## config.mk

```make
export PLATFORM = sky130hd
export DESIGN_NAME = spi_irq_unit
export DESIGN_NICKNAME = d
export VERILOG_FILES = /design/src/rtl/spi_irq_pkg.sv /design/src/rtl/spi_irq_ctrl.sv /design/src/rtl/spi_irq_datapath.sv /design/src/rtl/spi_irq_unit.sv
export SDC_FILE = /design/constraint.sdc
export NUM_CORES = 1
export LEC_CHECK = 0
export ABC_AREA = 0
export BUFFER_PORTS_ARGS = -buffer_cell sky130_fd_sc_hd__buf_2
export CAP_MARGIN = 20
export CORE_ASPECT_RATIO = 0.75
export CORE_MARGIN = 4
export CORE_UTILIZATION = 45
export CTS_CLUSTER_DIAMETER = 60
export DETAILED_ROUTE_END_ITERATION = 8
export GPL_TIMING_DRIVEN = 0
export PLACE_DENSITY = 0.69
export SYNTH_ARGS = -nofsm -noshare
export SYNTH_HDL_FRONTEND = slang
export SYNTH_SLANG_ARGS = --single-unit
```

## constraint.sdc

```tcl
create_clock -name clk -period 1.2 [get_ports clk]
set_input_delay 0.12 -clock clk [delete_from_list [all_inputs] [get_ports clk]]
set_output_delay 0.12 -clock clk [all_outputs]
set_load 0.01 [all_outputs]
```

## src/rtl/spi_irq_pkg.sv

```systemverilog
package spi_irq_pkg;

  // Register select codes; the driver depends on these values.
  typedef enum logic [1:0] {
    SEL_STATUS = 2'd0,
    SEL_CAUSE  = 2'd1,
    SEL_MASK   = 2'd2,
    SEL_SPARE  = 2'd3
  } regSel_e;

  // Strobes from the control half to the datapath half.
  typedef struct packed {
    logic causeClr;
    logic maskLoad;
  } irqStrobe_t;

endpackage

```

## src/rtl/spi_irq_ctrl.sv

```systemverilog
module spi_irq_ctrl
  import spi_irq_pkg::*;
#(
  parameter int NUM_FLAGS = 13
) (
  input  logic                 clk,
  input  logic                 rstN,
  input  logic [NUM_FLAGS-1:0] flagsIn,
  input  logic [1:0]           regAddr,
  input  logic                 regWrEn,
  output irqStrobe_t           strobes,
  output logic [NUM_FLAGS-1:0] riseVec,
  output logic [NUM_FLAGS-1:0] statusVec
);

  logic [NUM_FLAGS-1:0] flagPrev;
  regSel_e              sel;

  assign sel = regSel_e'(regAddr);

  always_ff @(posedge clk or negedge rstN) begin
    if (!rstN) flagPrev <= '0;
    else       flagPrev <= flagsIn;
  end

  // One edge detector per flag.
  for (genvar i = 0; i < NUM_FLAGS; i++) begin : g_edge
    assign riseVec[i] = flagsIn[i] & ~flagPrev[i];
  end

  assign statusVec = flagPrev;

  always_comb begin
    strobes          = '0;
    strobes.causeClr = regWrEn && (sel == SEL_CAUSE);
    strobes.maskLoad = regWrEn && (sel == SEL_MASK);
  end


  status_track_chk: assert property (@(posedge clk) disable iff (!rstN)
    rstN |=> (statusVec == $past(flagsIn)));

endmodule

```

## src/rtl/spi_irq_datapath.sv

```systemverilog
module spi_irq_datapath
  import spi_irq_pkg::*;
#(
  parameter int NUM_FLAGS = 13
) (
  input  logic                 clk,
  input  logic                 rstN,
  input  irqStrobe_t           strobes,
  input  logic [NUM_FLAGS-1:0] riseVec,
  input  logic [NUM_FLAGS-1:0] statusVec,
  input  logic [1:0]           regAddr,
  input  logic [NUM_FLAGS-1:0] wrData,
  output logic [NUM_FLAGS-1:0] rdData,
  output logic                 irqOut
);

  logic [NUM_FLAGS-1:0] cause;
  logic [NUM_FLAGS-1:0] causeNext;
  logic [NUM_FLAGS-1:0] mask;

  // A rising edge takes priority over a clearing write to the same bit.
  for (genvar i = 0; i < NUM_FLAGS; i++) begin : g_cause
    assign causeNext[i] = riseVec[i] | (cause[i] & ~(strobes.causeClr & wrData[i]));
  end

  always_ff @(posedge clk or negedge rstN) begin
    if (!rstN) begin
      cause  <= '0;
      mask   <= '0;
      irqOut <= 1'b0;
    end else begin
      cause  <= causeNext;
      irqOut <= |(cause & mask);
      if (strobes.maskLoad) mask <= wrData;
    end
  end

  always_comb begin
    unique case (regSel_e'(regAddr))
      SEL_STATUS: rdData = statusVec;
      SEL_CAUSE:  rdData = cause;
      SEL_MASK:   rdData = mask;
      default:    rdData = '0;
    endcase
  end


  cause_rise_src_chk: assert property (@(posedge clk) disable iff (!rstN)
    (riseVec == '0) |=> ((cause & ~$past(cause)) == '0));


  clear_apply_chk: assert property (@(posedge clk) disable iff (!rstN)
    strobes.causeClr |=> ((cause & $past(wrData & ~riseVec)) == '0));


  set_wins_chk: assert property (@(posedge clk) disable iff (!rstN)
    (strobes.causeClr && ((riseVec & wrData) != '0))
      |=> ((cause & $past(riseVec & wrData)) == $past(riseVec & wrData)));


  masked_quiet_chk: assert property (@(posedge clk) disable iff (!rstN)
    (mask == '0) |=> !irqOut);

endmodule

```

## src/rtl/spi_irq_unit.sv

```systemverilog
module spi_irq_unit
  import spi_irq_pkg::*;
#(
  parameter int NUM_FLAGS = 13
) (
  input  logic                 clk,
  input  logic                 rstN,
  input  logic [NUM_FLAGS-1:0] flagsIn,
  input  logic [1:0]           regAddr,
  input  logic                 regWrEn,
  input  logic [NUM_FLAGS-1:0] regWrData,
  output logic [NUM_FLAGS-1:0] regRdData,
  output logic                 irqOut
);

  irqStrobe_t           strobes;
  logic [NUM_FLAGS-1:0] riseVec;
  logic [NUM_FLAGS-1:0] statusVec;

  spi_irq_ctrl #(.NUM_FLAGS(NUM_FLAGS)) ctrl_i (
    .clk       (clk),
    .rstN      (rstN),
    .flagsIn   (flagsIn),
    .regAddr   (regAddr),
    .regWrEn   (regWrEn),
    .strobes   (strobes),
    .riseVec   (riseVec),
    .statusVec (statusVec)
  );

  spi_irq_datapath #(.NUM_FLAGS(NUM_FLAGS)) dp_i (
    .clk       (clk),
    .rstN      (rstN),
    .strobes   (strobes),
    .riseVec   (riseVec),
    .statusVec (statusVec),
    .regAddr   (regAddr),
    .wrData    (regWrData),
    .rdData    (regRdData),
    .irqOut    (irqOut)
  );

endmodule

```

==> impl_metrics.tcl, run 1 <==
set metrics [dict create \
    status "finished with violations" \
    violations "negative setup slack" \
    ctsHtreeMaxLevel 2 \
    overflow 0 \
    p_clk_share_pct 30.1 \
    routed_wl_mm 4.24 \
    ys_seq_area_share_pct 56.7 \
    yosysTopAreaCell "dfrtp_1" \
    synth_common_cells "dfrtp_1, nand2_1, a22o_1" \
    ir_drop_uv 810 \
    placed_cells 243 \
    syn-num-nets 179 \
    grtUsageTotal_pct 17.5 \
    fp.dieArea_mm2 0.00500 \
    grt_max_degree 41 \
    fillers 319 \
    hold_violations 0 \
    synth_edf_count 0 \
    antenna_cells 0 \
    antenna_found_initial 0 \
    cp_cell_sequence "buf_4, a22o_1, a221oi_1, nand3_1" \
    synthDistinctLibCells 20 \
    synthTopCellsByArea "dfrtp_1, mux2_4, mux2i_1, a22o_1, nand2_1" \
    yosys_register_bits 40 \
    vias 1385 \
    finalSetupTns_ps -27.2 \
    worstPathArrival_ps 1380 \
    routabilityCongestion 0.774 \
    drive_above_1_share_pct 37.9 \
    ys.flop_type "dfrtp_1" \
    switching_share_pct 25.7 \
    p_int_w 0.00238 \
    syn_inst 148 \
    multiInputGateArea_um2 681 \
    wl_met2_mm 1.93 \
    period_minus_slack_ps 1230 \
    clock.fmax_mhz 815 \
    synth_most_common_cell "dfrtp_1" \
    initial_utilization_pct 47.6 \
    dp_slack_ps -234 \
    skew_ps 9.25 \
    path_clk_slew_ps 70 \
    m1WireLength_mm 2.05 \
    dr.max_layer_used "met4" \
    p_switching_w 0.000822 \
    path_class "reg -> reg" \
    routed_via_density 4.96 \
    grt_pass1_wl_mm 6.71 \
    cts_root_buf "clkbuf_8" \
    required_ps 1360 \
    area_delta_synth_final_pct 36.2 \
    synth_top_area_share_pct 56.7 \
    finalCritPeriodShare_pct 102 \
    drtIter0Drc 93 \
    top_level_ports 45 \
    critPathSlowestCell "dfrtp_1" \
    die_h_um 62.3 \
    end_kind "flip-flop" \
    slew_violations 0 \
    dpl.hpwl_mm 2.83 \
    yosysWarningCount 0 \
    syn_area_mm2 0.00177 \
    cts_num_sinks 40 \
    grt_pass1_vias 1437 \
    wl_per_cell_um 15.2 \
    hold_class "in -> reg" \
    cp_slowest_stage_delay_ps 380 \
    rows 19 \
    cts.path.max_buffers 2 \
    nets 258 \
    async_flop_share_pct 100 \
    combPwrFrac_pct 19.6 \
    worstMarginPinSlew_ps 538 \
    slew_headroom_pct 64.2 \
    p_seq_share_pct 50.3 \
    insertion_delay_ps 290 \
    fin_ws_ps -27.2 \
    cp_max_fo 2 \
    dr.pass1.iters 6 \
    numCtsBuffers 5 \
    hold_ws_ps 75.2 \
    crit_family "compound AO/OA/AOI/OAI gates" \
    register_area_mm2 0.00100 \
    io_buffers 43 \
    core_mm2 0.00371 \
    instances_no_fill 279 \
    die_w_um 80.4 \
    cts_tree "yes" \
    ant_nets 0 \
    synth_area_per_cell_um2 11.9 \
    setup_viol 1 \
    power.leakage_nw 1.23 \
    critPathLaunchType "flip-flop" \
    met3_length_um 212 \
    worst-path-buf-inv 1 \
    drv_cap 0 \
    p_per_area_mw_per_mm2 1330 \
    drc 0 \
    rsz0062_at_grt "yes" \
]
## routing by layer
layer / vias to the layer above / GRT usage, %
met3: 7 / 4.91
met4: 0 / 5.06
met5: - / 0
li1: 668 / -
met1: 672 / 23.8
met2: 38 / 27.3
## per-stage QoR
step                      util [%]  instance area (µm²)  total power [W]
final                         64.9                 2410          0.00320
after global routing          64.9                 2410          0.00335
after CTS                     62.3                 2310          0.00314
after detailed placement      55.2                 2050          0.00215
after global placement        55.2                 2050          0.00213
after floorplan                  -                 1770          0.00193
## state kept, by name (all words and copies together), names as in the netlist
name / flops
dp_i.irqOut: 1
ctrl_i.statusVec: 13
dp_i.mask: 13
dp_i.cause: 13
## cells in the final DEF, fill, tap and decap left out, drive strengths merged
cell         netlist  layout
a221oi             1       1
a222oi             1       1
a22o              14      14
a22oi              3       3
and3               1       1
and3b              1       1
buf                4      61
clkbuf             2      10
dfrtp             40      40
dlygate4sd3        0      14
inv               13      13
mux2              13      13
mux2i             13      13
nand2             27      27
nand3              1       1
nor2b              1       1
o21ai             13      13
## cell families after synthesis
kind of cell / count (synthesis) / synth area share, %
flip-flops: 40 / 56.7
AND/OR/NAND/NOR: 31 / 7.79
buffers and inverters: 19 / 4.82
multiplexers: 26 / 17.8
AO/OA/AOI/OAI: 32 / 13.0
## layout make-up
cell class,instances,share of cell area (%)
Multi-Input combinational cell,89,28.3
Inverter,13,2.03
Clock buffer,7,4.00
Sequential cell,40,41.6
Tap cell,52,2.70
Timing Repair Buffer,72,19.6
Buffer,6,1.82
## power groups by stage
stage | logic [W] | registers [W] | clock network (W)
5_1_grt | 0.000683 | 0.00163 | 0.00104
3_3_place_gp | 0.000499 | 0.00163 | 0
4_1_cts | 0.000572 | 0.00161 | 0.000961
2_1_floorplan | 0.000328 | 0.00160 | 0
3_5_place_dp | 0.000514 | 0.00164 | 0
6_report | 0.000625 | 0.00161 | 0.000963
## worst paths after layout
path	slack [ps]	depth (start not counted)	start	endpoint
max reg2reg	-30	4	dp_i.cause[5]	dp_i.irqOut
max	-30	4	dp_i.cause[5]	dp_i.irqOut
min in group asynchronous	370	2	rstN	ctrl_i.statusVec[10]
min reg2reg	540	1	dp_i.cause[7]	dp_i.cause[7]
min	80	2	regWrData[5]	dp_i.mask[5]
max in group asynchronous	450	2	rstN	dp_i.mask[9]
## worst reg2reg max path, stage by stage, from the launching register on
cell	delay (ps)
dfrtp_1	380
buf_4	140
a22o_1	240
a221oi_1	230
nand3_1	110
## timing repair
item | CTS | global route
setup buffers | 3 | 12
hold buffers | 14 | 0
pin swaps | 2 | 0
hold endpoints to repair | 53 | 0
setup endpoints to repair | 11 | 54
resized for setup | 5 | 11
(Power assumes the default switching activity.)
==> run 2, diff against run 1 <==
--- a/config.mk
+++ b/config.mk
@@ -8,7 +8,7 @@
 export ABC_AREA = 0
 export BUFFER_PORTS_ARGS = -buffer_cell sky130_fd_sc_hd__buf_2
 export CAP_MARGIN = 20
-export CORE_ASPECT_RATIO = 0.75
+export CORE_ASPECT_RATIO = 0.8
 export CORE_MARGIN = 4
 export CORE_UTILIZATION = 45
 export CTS_CLUSTER_DIAMETER = 60
==> run 2 against run 1 <==
The flow now finishes without violations. Combinational power decreased by 1%. Sequential share of layout area grew 0.37 points. Clock power fell by 3.5%. Die area about the same. Via count shrank 1.0%. Non-clock buffer count fell by 3. Clock-buffer cell count did not move. Critical path depth is the same. Largest cell class unchanged. Highest routed layer unchanged.
==> impl_metrics.tcl, run 2 (synthesis gave the netlist of run 1 again) <==
set metrics [dict create \
    status "finished, final reports clean" \
    rows 20 \
    critPathLaunchType "flip-flop" \
    cp_cell_sequence "buf_4, a22o_1, a221oi_1, nand3_1" \
    ant_nets 0 \
    fillers 306 \
    cp_slowest_stage_delay_ps 380 \
    routed_via_density 4.90 \
    cts.path.max_buffers 2 \
    fp.dieArea_mm2 0.00500 \
    grtUsageTotal_pct 16.5 \
    die_w_um 78.1 \
    numCtsBuffers 5 \
    finalSetupTns_ps 0 \
    cp_max_fo 2 \
    p_switching_w 0.000828 \
    antenna_found_initial 0 \
    timing.rr.start "dp_i.cause[2]" \
    placed_area_mm2 0.00205 \
    p_seq_share_pct 51.0 \
    clock.fmax_mhz 837 \
    overflow 0 \
    die_h_um 64.0 \
    routed_wl_mm 4.02 \
    wl_per_cell_um 14.4 \
    p_int_w 0.00232 \
    min_to "dp_i.mask[3]" \
    placed_cells 246 \
    hold_start "regWrData[3]" \
    multiInputGateArea_um2 681 \
    r2r.worst_path.cells 4 \
    critPathSlowestCell "dfrtp_1" \
    path_clk_slew_ps 80 \
    vias 1371 \
    drc 0 \
    period_minus_slack_ps 1190 \
    drive_above_1_share_pct 36.9 \
    cts_tree "yes" \
    core_mm2 0.00378 \
    grt_pass1_wl_mm 6.38 \
    dr.pass1.iters 4 \
    antenna_cells 0 \
    required_ps 1370 \
    cts_root_buf "clkbuf_8" \
    register_area_mm2 0.00100 \
    area_delta_synth_final_pct 35.0 \
    nets 255 \
    p_clk_share_pct 29.5 \
    dpl.hpwl_mm 2.76 \
    grt_pass1_vias 1363 \
    switching_share_pct 26.3 \
    worstSetupStartpoint "dp_i.cause[2]" \
    worstMarginPinSlew_ps 543 \
    end_kind "flip-flop" \
    grt_max_degree 41 \
    rrSetupSlack_ps 6 \
    r2r-end "dp_i.irqOut" \
    routabilityCongestion 0.733 \
    hold_violations 0 \
    setup_viol 0 \
    power.leakage_nw 1.21 \
    top_level_ports 45 \
    layout_common_cells "buf_2, dfrtp_1, nand2_1" \
    cts_num_sinks 40 \
    path_class "reg -> reg" \
    hold_depth 2 \
    insertion_delay_ps 290 \
    skew_ps 10.6 \
    drtIter0Drc 85 \
    finalCritPeriodShare_pct 99.5 \
    p_per_area_mw_per_mm2 1320 \
    instances_no_fill 280 \
    slew_headroom_pct 63.8 \
    drv_cap 0 \
    io_buffers 43 \
    rsz0062_at_grt "yes" \
    ir_drop_uv 683 \
    combPwrFrac_pct 19.6 \
    layout_commonest_cell "buf_2" \
    initial_utilization_pct 46.8 \
    hold_class "in -> reg" \
    design_area_mm2 0.00238 \
    slew_violations 0 \
    total_power_w 0.00315 \
    ctsHtreeMaxLevel 2 \
    worstPathArrival_ps 1370 \
]
==> run 2: cell types whose count changed in the layout (fill, tap and decap cells not counted), sizes merged <==
cell      before  now
buf           61   58
clkinvlp       0    1
==> run 2: area by class of cell <==
type | instances | area share, %
Timing Repair Buffer | 69 | 18.8
Multi-Input combinational cell | 89 | 28.5
Sequential cell | 40 | 42.0
Inverter | 13 | 2.05
Tap cell | 55 | 2.89
Buffer | 6 | 1.84
Clock buffer | 7 | 3.62
Clock inverter | 1 | 0.315
==> run 2: timing repair <==
| item | in CTS | in global routing |
|---|---|---|
| buffers inserted | 3 | 9 |
| hold endpoints to repair | 53 | 0 |
| pin swaps | 0 | 1 |
| resized for setup | 4 | 8 |
| setup endpoints to repair | 10 | 54 |
| hold buffers | 14 | 0 |
==> run 2: worst max-delay path, delay by kind of cell, from the launching register on <==
family,cells,cell delay [ps]
buffers and inverters,1,140
AOI/OAI and AO/OA,2,460
and+or+nand+nor,1,110
DFF,1,380
==> run 2: how the worst max path moves through the flow <==
stage	end	slack, ps	depth (start not counted)
after detailed placement	regRdData[6]	-150	6
after global placement	regRdData[1]	-190	6
after floorplan	dp_i.mask[10]	130	5
after CTS	regRdData[3]	1	3
final	dp_i.irqOut	6	4
after global routing	regRdData[3]	-60	3
==> run 2: power by group through the flow <==
stage          Clock [W]  Sequential, W  Combinational [W]
2_1_floorplan          0        0.00160           0.000328
3_3_place_gp           0        0.00163           0.000498
3_5_place_dp           0        0.00164           0.000514
4_1_cts         0.000948        0.00161           0.000571
5_1_grt         0.000989        0.00162           0.000671
6_report        0.000929        0.00161           0.000616
==> run 2: per-layer routing <==
metal  routed length, µm  global-route usage [%]
met5                   0                       0
met4                  59                    5.90
met3                 131                    3.52
met2                1950                    27.5
met1                1880                    21.3
==> run 2: per-stage QoR <==
step | util [%] | hold WS [ps] | setup slack (ps)
final | 63.1 | 68.0 | 5.52
after global routing | 63.1 | 71.5 | -62.0
after CTS | 61.2 | 66.9 | 1.05
after detailed placement | 54.3 | 245 | -147
after global placement | 54.3 | 242 | -190
after floorplan | - | -176 | 132
